### src/rtl/addr3of6_pkg.sv
package addr3of6_pkg;
  localparam int NIB_W    = 4;
  localparam int CODE_W   = 6;
  localparam int PAIR_W   = 2;
  localparam int N_PAIRS  = 1 << PAIR_W;
  localparam int N_HALVES = 2;
  localparam int N_SUB    = N_PAIRS * N_HALVES;
  localparam int ADDR_W   = 2 * NIB_W + PAIR_W + 1;
  localparam int SUB_BUS  = N_SUB * CODE_W;

  typedef logic [CODE_W-1:0] code6_t;
endpackage

### src/rtl/addr3of6_code.sv
module addr3of6_code
  import addr3of6_pkg::*;
(
  input  logic [NIB_W-1:0] nib,
  output code6_t           code
);
  logic [NIB_W-1:0]   one_bit;
  logic [2*NIB_W-1:0] rot_pair;
  logic [NIB_W-1:0]   low;

  always_comb begin
    one_bit  = 4'b0001 << nib[1:0];
    rot_pair = {4'b0011, 4'b0011} << nib[1:0];
    case (nib[3:2])
      2'b00:   low = ~one_bit;
      2'b11:   low = one_bit;
      default: low = rot_pair[2*NIB_W-1:NIB_W];
    endcase
    code = {nib[3], nib[2], low};
  end
endmodule

### src/rtl/addr3of6_pairsel.sv
module addr3of6_pairsel
  import addr3of6_pkg::*;
(
  input  logic [PAIR_W-1:0]  sel,
  output logic [N_PAIRS-1:0] pair_oh
);
  for (genvar p = 0; p < N_PAIRS; p++) begin : g_pair
    assign pair_oh[p] = (sel == PAIR_W'(N_PAIRS - 1 - p));
  end
endmodule

### src/rtl/addr3of6_gate.sv
module addr3of6_gate
  import addr3of6_pkg::*;
(
  input  logic [N_PAIRS-1:0] pair_q,
  input  logic               half_q,
  input  code6_t             x_q,
  input  code6_t             y_q,
  output logic [SUB_BUS-1:0] sub_x,
  output logic [SUB_BUS-1:0] sub_y
);
  for (genvar h = 0; h < N_HALVES; h++) begin : g_half
    for (genvar p = 0; p < N_PAIRS; p++) begin : g_sub
      localparam int S = h * N_PAIRS + p;
      logic en;
      assign en = pair_q[p] & (half_q == h[0]);
      assign sub_x[S*CODE_W +: CODE_W] = en ? x_q : '0;
      assign sub_y[S*CODE_W +: CODE_W] = en ? y_q : '0;
    end
  end
endmodule

### src/rtl/addr3of6_encoder.sv
module addr3of6_encoder
  import addr3of6_pkg::*;
(
  input  logic                clk,
  input  logic                rst_n,
  input  logic [ADDR_W-1:0]   addr,
  input  logic                capture_en,
  input  logic                hold_en,
  output logic [CODE_W-1:0]   x_code,
  output logic [CODE_W-1:0]   y_code,
  output logic [N_PAIRS-1:0]  pair_sel,
  output logic                half_sel,
  output logic [SUB_BUS-1:0]  sub_x,
  output logic [SUB_BUS-1:0]  sub_y
);
  localparam int PAIR_LSB = NIB_W;
  localparam int Y_LSB    = NIB_W + PAIR_W;
  localparam int HALF_BIT = ADDR_W - 1;

  code6_t x_d, y_d, x_q, y_q;
  logic [N_PAIRS-1:0] pair_d, pair_q;
  logic half_q;

  addr3of6_code u_xcode (.nib(addr[NIB_W-1:0]),         .code(x_d));
  addr3of6_code u_ycode (.nib(addr[Y_LSB +: NIB_W]),    .code(y_d));
  addr3of6_pairsel u_pair (.sel(addr[PAIR_LSB +: PAIR_W]), .pair_oh(pair_d));

  always_ff @(posedge clk or negedge rst_n) begin
    if (!rst_n) begin
      x_q <= '0; y_q <= '0; pair_q <= '0; half_q <= 1'b0;
    end else if (capture_en) begin
      x_q <= x_d; y_q <= y_d; pair_q <= pair_d; half_q <= addr[HALF_BIT];
    end else if (!hold_en) begin
      x_q <= '0; y_q <= '0; pair_q <= '0; half_q <= 1'b0;
    end
  end

  addr3of6_gate u_gate (
    .pair_q(pair_q), .half_q(half_q), .x_q(x_q), .y_q(y_q),
    .sub_x(sub_x), .sub_y(sub_y)
  );

  assign x_code   = x_q;
  assign y_code   = y_q;
  assign pair_sel = pair_q;
  assign half_sel = half_q;

  a_r1_weight3: assert property (@(posedge clk) disable iff (!rst_n)
    capture_en |=> ($countones(x_code) == 3 && $countones(y_code) == 3));

  a_r2_direct_bits: assert property (@(posedge clk) disable iff (!rst_n)
    capture_en |=> (x_code[5:4] == $past(addr[3:2])));

  a_r4_onehot: assert property (@(posedge clk) disable iff (!rst_n)
    $onehot0(pair_sel));

  a_r7_pair_load: assert property (@(posedge clk) disable iff (!rst_n)
    capture_en |=> (pair_sel == (4'b1000 >> $past(addr[PAIR_LSB +: PAIR_W]))));

  a_r6_single_sub: assert property (@(posedge clk) disable iff (!rst_n)
    ($countones(sub_x) <= 3 && $countones(sub_y) <= 3));

  a_r8_hold: assert property (@(posedge clk) disable iff (!rst_n)
    (hold_en && !capture_en) |=> ($stable(x_code) && $stable(y_code)
                                  && $stable(pair_sel) && $stable(half_sel)));

  a_r9_clear: assert property (@(posedge clk) disable iff (!rst_n)
    (!hold_en && !capture_en) |=> (pair_sel == '0 && x_code == '0
                                   && sub_x == '0 && sub_y == '0));
endmodule

### config.mk
export PLATFORM = sky130hd
export DESIGN_NAME = addr3of6_encoder
export DESIGN_NICKNAME = d
export VERILOG_FILES = /design/src/rtl/addr3of6_pkg.sv /design/src/rtl/addr3of6_code.sv /design/src/rtl/addr3of6_pairsel.sv /design/src/rtl/addr3of6_gate.sv /design/src/rtl/addr3of6_encoder.sv
export SDC_FILE = /design/constraint.sdc
export NUM_CORES = 1
export LEC_CHECK = 0
export ABC_AREA = 1
export BUFFER_PORTS_ARGS = -buffer_cell sky130_fd_sc_hd__buf_2
export CAP_MARGIN = 5
export CORE_ASPECT_RATIO = 0.9
export CORE_MARGIN = 4
export CORE_UTILIZATION = 41
export CTS_CLUSTER_SIZE = 12
export DETAILED_ROUTE_END_ITERATION = 6
export HOLD_SLACK_MARGIN = 0.12
export PLACE_DENSITY = 0.86
export SYNTH_ARGS = -nofsm -noshare
export SYNTH_HDL_FRONTEND = slang
export SYNTH_SLANG_ARGS = --single-unit
### constraint.sdc
create_clock -name clk -period 1.48 [get_ports clk]
set_input_delay 0.074 -clock clk [delete_from_list [all_inputs] [get_ports clk]]
set_output_delay 0.074 -clock clk [all_outputs]
set_load 0.02 [all_outputs]
==> metrics.csv, run 1 <==
metric,value,unit
number of global-route vias before repair,1975,
Post-Route WL,5850,um
Synth top area share,29.0,%
RSZ-0062 raised after global routing,yes,
post-synthesis async set-or-reset flop share,100,%
final setup fails,47,
worst path required time,1.41,ns
Synth Flop Type,dfrtp_1,
Synth Area in Compound Gates,8.02,%
Tightest Pin Transition,0.540,ns
Routability Congestion,0.879,
status,finished with violations,
DIE AREA,4600,um^2
synthesized net count,275,
Hold Crit Class,in2reg,
Ys Warns,0,
clk sinks,17,
Leak Pwr,1.48,nW
TritonCTS clock tree,yes,
Area Overhead vs Synth,55.4,%
hold path depth,3,
"Slew Viols, Final",0,
worst vdd rail ir drop,0.748,mV
final worst-path cycle share,105,%
commonest cells in the netlist,"100 x nor2_1, 48 x nand2_1, 24 x inv_1, 17 x dfrtp_1, 12 x ha_1",
drt drc,0,
post-synth cell types,18,
Post-synth EDFFs,0,
core area,3400,um^2
pre-CTS setup slack,0.101,ns
std cell rows,20,
CP endpoint kind,primary output,
most frequent cell after synthesis,nor2_1,
path depth of the worst reg2reg path,2,
Tot Pwr,1.49,mW
H-Tree Depth,1,
Max-Cap Viols,0,
DR vias,2044,
Synth Area in Simple Gates,41.5,%
share of layout cells above drive strength 1,39.0,%
mean area per synthesized cell,5.91,um^2
synthesized area,1470,um^2
antenna-violating nets left,0,
die width,71.0,um
Ports,128,
root buf cell,clkbuf_8,
final worst slack,-0.0748,ns
DR pass1 iterations,4,
cells after synthesis,248,
Adder-Cell Fraction of Synth Area,10.2,%
wire per inst,13.9,um
CP Class,reg2out,
Peak Freq,0.643,GHz
fin nets,405,
largest net degree at the start of global routing,18,
dpl cells,411,
failing checks,setup timing,
post-synthesis mux area share,0,%
initial antenna violation count,0,
largest family of logic cells by synthesized area,simple AND/OR/NAND/NOR gates,
# port buffers,127,
Ant. Diodes,0,
xor/xnor cell area share of the yosys netlist,0,%
CP Max Fanout,12,
Post-DP HPWL,4320,um
worst skew pair latency,0.25,ns
Die Y,64.7,um
first-pass GRT wire length,9340,um
grt ovf,0,
initial DRC count,83,
starting density of the core,43.1,%
Clock Skews,0,ns
GRT Total Usage,25.4,%
clock-pin slew on the worst setup and hold paths,0.07,ns
vias per cell,4.86,
synthesis-stage register bit count,17,
power density over cell area,654,nW/um^2
Clock Tree Buf Depth,2,
minimum clock period,1.55,ns
Worst Path Arrival,1.48,ns
total CTS buffers,3,
Yosys top cell by area,dfrtp_1,
"top cells by area, synth","dfrtp_1 29%, nor2_1 26%, nand2_1 12%",
Worst slew margin,63.9,%
CP Launch Type,flop,
Final Hold Viols,0,
Final Non-Filler Cells,421,
sequential cell area fraction in the yosys report,29.0,%
[routing by layer]
layer	track usage (%)	wire, um	share of wire [%]	up-vias
li1	-	-	-	1001
met1	31.5	2370	41	943
met2	43.8	2800	48	94
met3	6.51	635	11	6
met4	6.57	36	0.62	0
met5	0	0	0	-
[sequential cells by signal, summed over array words and instances, names as in the netlist]
name / cells
x_code: 6
half_sel: 1
pair_sel: 4
y_code: 6
[power by group]
part           switching (mW)  leakage [nW]  internal, mW
logic                   0.423          1.24         0.177
clock network           0.159        0.0255         0.187
registers              0.0359         0.217         0.507
total                   0.618          1.48         0.871
[cells by family (layout without fill, tap and decap cells)]
family	count (synthesis)	in the layout
buf+inv	42	171
simple gates	156	156
fa+ha+maj	12	12
flops	17	17
compound gates	21	21
[area by class of cell]
cell class | count | area (um^2)
clock inverter | 1 | 5.00
timing repair buffer | 133 | 696
inverter | 34 | 130
multi-input combinational | 189 | 926
tap | 44 | 55.1
fill | 313 | 1120
sequential | 17 | 425
clock buffer | 3 | 41.3
[worst paths after layout]
check | slack (ns) | endpoint | startpoint
max in group asynchronous | 0.89 | y_code[1] | rst_n
min | 0.16 | x_code[2] | capture_en
min reg2reg | 0.52 | x_code[3] | x_code[3]
max | -0.07 | sub_y[47] | pair_sel[3]
min in group asynchronous | 0.29 | pair_sel[0] | rst_n
max reg2reg | 0.59 | x_code[5] | x_code[5]
[metrics by stage]
step / hold WS [ns] / cell area (um^2) / setup TNS (ns) / util, %
2_1_floorplan: -0.222 / 1470 / 0 / -
3_3_place_gp: 0.0216 / 2120 / 0 / 62.4
3_5_place_dp: 0.0199 / 2120 / 0 / 62.4
4_1_cts: 0.122 / 2250 / -1.26 / 66.1
5_1_grt: 0.154 / 2280 / -7.76 / 66.9
6_report: 0.157 / 2280 / -1.05 / 66.9
[worst max-delay path, cell delays in order, from the launching register on]
cell and delay, ns:
dfrtp_1 0.44, nand2_1 0.37, nor2_1 0.23, buf_2 0.19
[what timing repair did]
item,in CTS,in global routing
endpoints found under the hold margin,24,0
hold buffers,7,0
setup buffers,0,0
setup endpoints to repair,49,101
gates resized for setup,4,9
[placed cells by master (no fill, tap or decap), drive strengths merged]
master	n
a21oi	4
buf	127
clkbuf	3
clkinv	9
dfrtp	17
dlygate4sd3	6
ha	12
inv	26
nand2	49
nand3	4
nor2	100
o21ai	13
o22ai	4
or2	3
Power figures use the tool's default switching activity.
==> run 2, diff against run 1 <==
--- a/config.mk
+++ b/config.mk
@@ -5,16 +5,16 @@
 export SDC_FILE = /design/constraint.sdc
 export NUM_CORES = 1
 export LEC_CHECK = 0
-export ABC_AREA = 1
 export BUFFER_PORTS_ARGS = -buffer_cell sky130_fd_sc_hd__buf_2
 export CAP_MARGIN = 5
 export CORE_ASPECT_RATIO = 0.9
 export CORE_MARGIN = 4
-export CORE_UTILIZATION = 41
+export CORE_UTILIZATION = 44
 export CTS_CLUSTER_SIZE = 12
 export DETAILED_ROUTE_END_ITERATION = 6
 export HOLD_SLACK_MARGIN = 0.12
-export PLACE_DENSITY = 0.86
+export PLACE_DENSITY = 0.87
+export REMOVE_ABC_BUFFERS = 1
 export SYNTH_ARGS = -nofsm -noshare
 export SYNTH_HDL_FRONTEND = slang
 export SYNTH_SLANG_ARGS = --single-unit
==> metrics.csv, run 2 <==
metric,value,unit
Final Non-Filler Cells,384,
CP Max Fanout,4,
synthesis-stage register bit count,17,
final setup fails,0,
drt drc,0,
Post-Route WL,6040,um
CP Launch Type,input port,
clk sinks,17,
fin nets,368,
commonest cells in the netlist,"48 x and2_1, 48 x and3_1, 17 x dfrtp_1, 14 x o21ai_0",
Ant. Diodes,0,
TritonCTS clock tree,yes,
RSZ-0062 raised after global routing,no,
antenna-violating nets left,0,
Post-DP HPWL,4240,um
post-synth cell types,23,
Max-Cap Viols,0,
number of global-route vias before repair,1882,
core area,3530,um^2
"commonest non-fill, non-tap cell in the layout",buf_2,
Tot Pwr,1.47,mW
Worst slew margin,69.4,%
Leak Pwr,1.68,nW
CP Class,in2reg,
status,finished clean,
"commonest non-fill, non-tap cells in the layout","127 x buf_2, 48 x and2_1, 48 x and3_1, 16 x dfrtp_1, 14 x o21ai_0",
synthesized area,1670,um^2
H-Tree Depth,1,
Clock Tree Buf Depth,2,
worst path required time,1.62,ns
Final Hold Viols,0,
"top cells by area, synth","dfrtp_1 25%, and2_1 18%, and3_1 18%",
std cell rows,20,
Ports,128,
wire per inst,15.7,um
GRT Total Usage,25.0,%
post-synthesis async set-or-reset flop share,100,%
starting density of the core,47.4,%
DR vias,2061,
share of layout cells above drive strength 1,42.9,%
Routability Congestion,0.866,
# Post-CTS Setup Buffers,0,
Synth top area share,25.4,%
worst vdd rail ir drop,0.373,mV
Ys Warns,0,
cells after synthesis,209,
Synth Flop Type,dfrtp_1,
Tightest Pin Transition,0.459,ns
vias per cell,5.37,
worst skew pair latency,0.25,ns
"Slew Viols, Final",0,
total CTS buffers,3,
utilization after layout,70.3,%
Reg2Reg Setup Slack,0.49,ns
initial antenna violation count,0,
Clock Skews,0,ns
clock-pin slew on the worst setup and hold paths,0.07,ns
first-pass GRT wire length,9540,um
DIE AREA,4860,um^2
mean area per synthesized cell,8.01,um^2
Hold Crit Class,in2reg,
dpl cells,373,
minimum clock period,1.42,ns
"Design Area, Final",2480,um^2
Yosys top cell by area,dfrtp_1,
# port buffers,127,
Post-DP Area,2350,um^2
final worst-path cycle share,96.1,%
CP endpoint kind,flop,
initial DRC count,114,
power density over cell area,591,nW/um^2
Die Y,66.5,um
die width,73.0,um
sequential cell area fraction in the yosys report,25.4,%
DR pass1 iterations,4,
Area Overhead vs Synth,48.2,%
Post-synth EDFFs,0,
grt ovf,0,
Worst Path Arrival,1.56,ns
Peak Freq,0.703,GHz
largest net degree at the start of global routing,28,
root buf cell,clkbuf_8,
run 2: cell types whose count changed in the layout (fill, tap and decap cells not counted), sizes merged, moves of 7 or more:
| cell | before | now |
|---|---|---|
| nor2 | 100 | 1 |
| mux2i | 0 | 7 |
| clkinv | 9 | 1 |
| and2 | 0 | 48 |
| and3 | 0 | 48 |
| nand2 | 49 | 12 |
| buf | 127 | 138 |
| a32oi | 0 | 7 |
| inv | 26 | 10 |
run 2: layer usage:
metal	global-route usage [%]	wire length, um
met1	33.8	2420
met2	40.7	2760
met3	4.83	784
met4	6.22	70
met5	0	0
run 2: cell families after synthesis:
family                     share of synthesized area (%)
AOI/OAI and AO/OA                                   10.0
adders and majority gates                           8.97
buffers and inverters                               8.00
DFF                                                 25.4
muxes                                               4.19
and+or+nand+nor                                     43.4
run 2: per-stage QoR:
step           hold WS (ns)  worst slack, ns  setup TNS (ns)
6_report              0.136           0.0578               0
5_1_grt               0.156          0.00668               0
4_1_cts               0.126           0.0132               0
3_5_place_dp         0.0151            0.269               0
3_3_place_gp         0.0118            0.302               0
2_1_floorplan        -0.222          -0.0686           -3.29
run 2: path summary, 6_finish.rpt:
kind,cells past startpoint,start,endpoint
min reg2reg,2,x_code[3],x_code[3]
min,3,hold_en,half_sel
max,7,addr[3],x_code[1]
min in group asynchronous,2,rst_n,y_code[4]
max reg2reg,2,x_code[0],x_code[0]
max in group asynchronous,2,rst_n,half_sel
run 2: critical path, cell delays in order:
cell and delay, ns:
dlygate4sd3_1 0.52, buf_2 0.13, inv_2 0.04, ha_4 0.16
nor2b_1 0.12, a211o_1 0.27, a32o_1 0.24
run 2: final cells by class:
class	instances	area [um^2]
clock buffer	3	41.3
multi-input combinational	164	1130
timing repair buffer	145	788
sequential	17	427
tap	44	55.1
fill	287	1050
clock inverter	1	5.00
inverter	10	37.5
run 2: timing repair:
item,CTS,global route
hold buffers,7,0
hold endpoints to repair,24,0
setup endpoints to repair,0,80
gates resized for setup,0,4
run 2: power breakdown:
group / internal, mW / switching (mW)
Clock: 0.187 / 0.163
Sequential: 0.505 / 0.0894
Combinational: 0.198 / 0.322
Total: 0.890 / 0.575
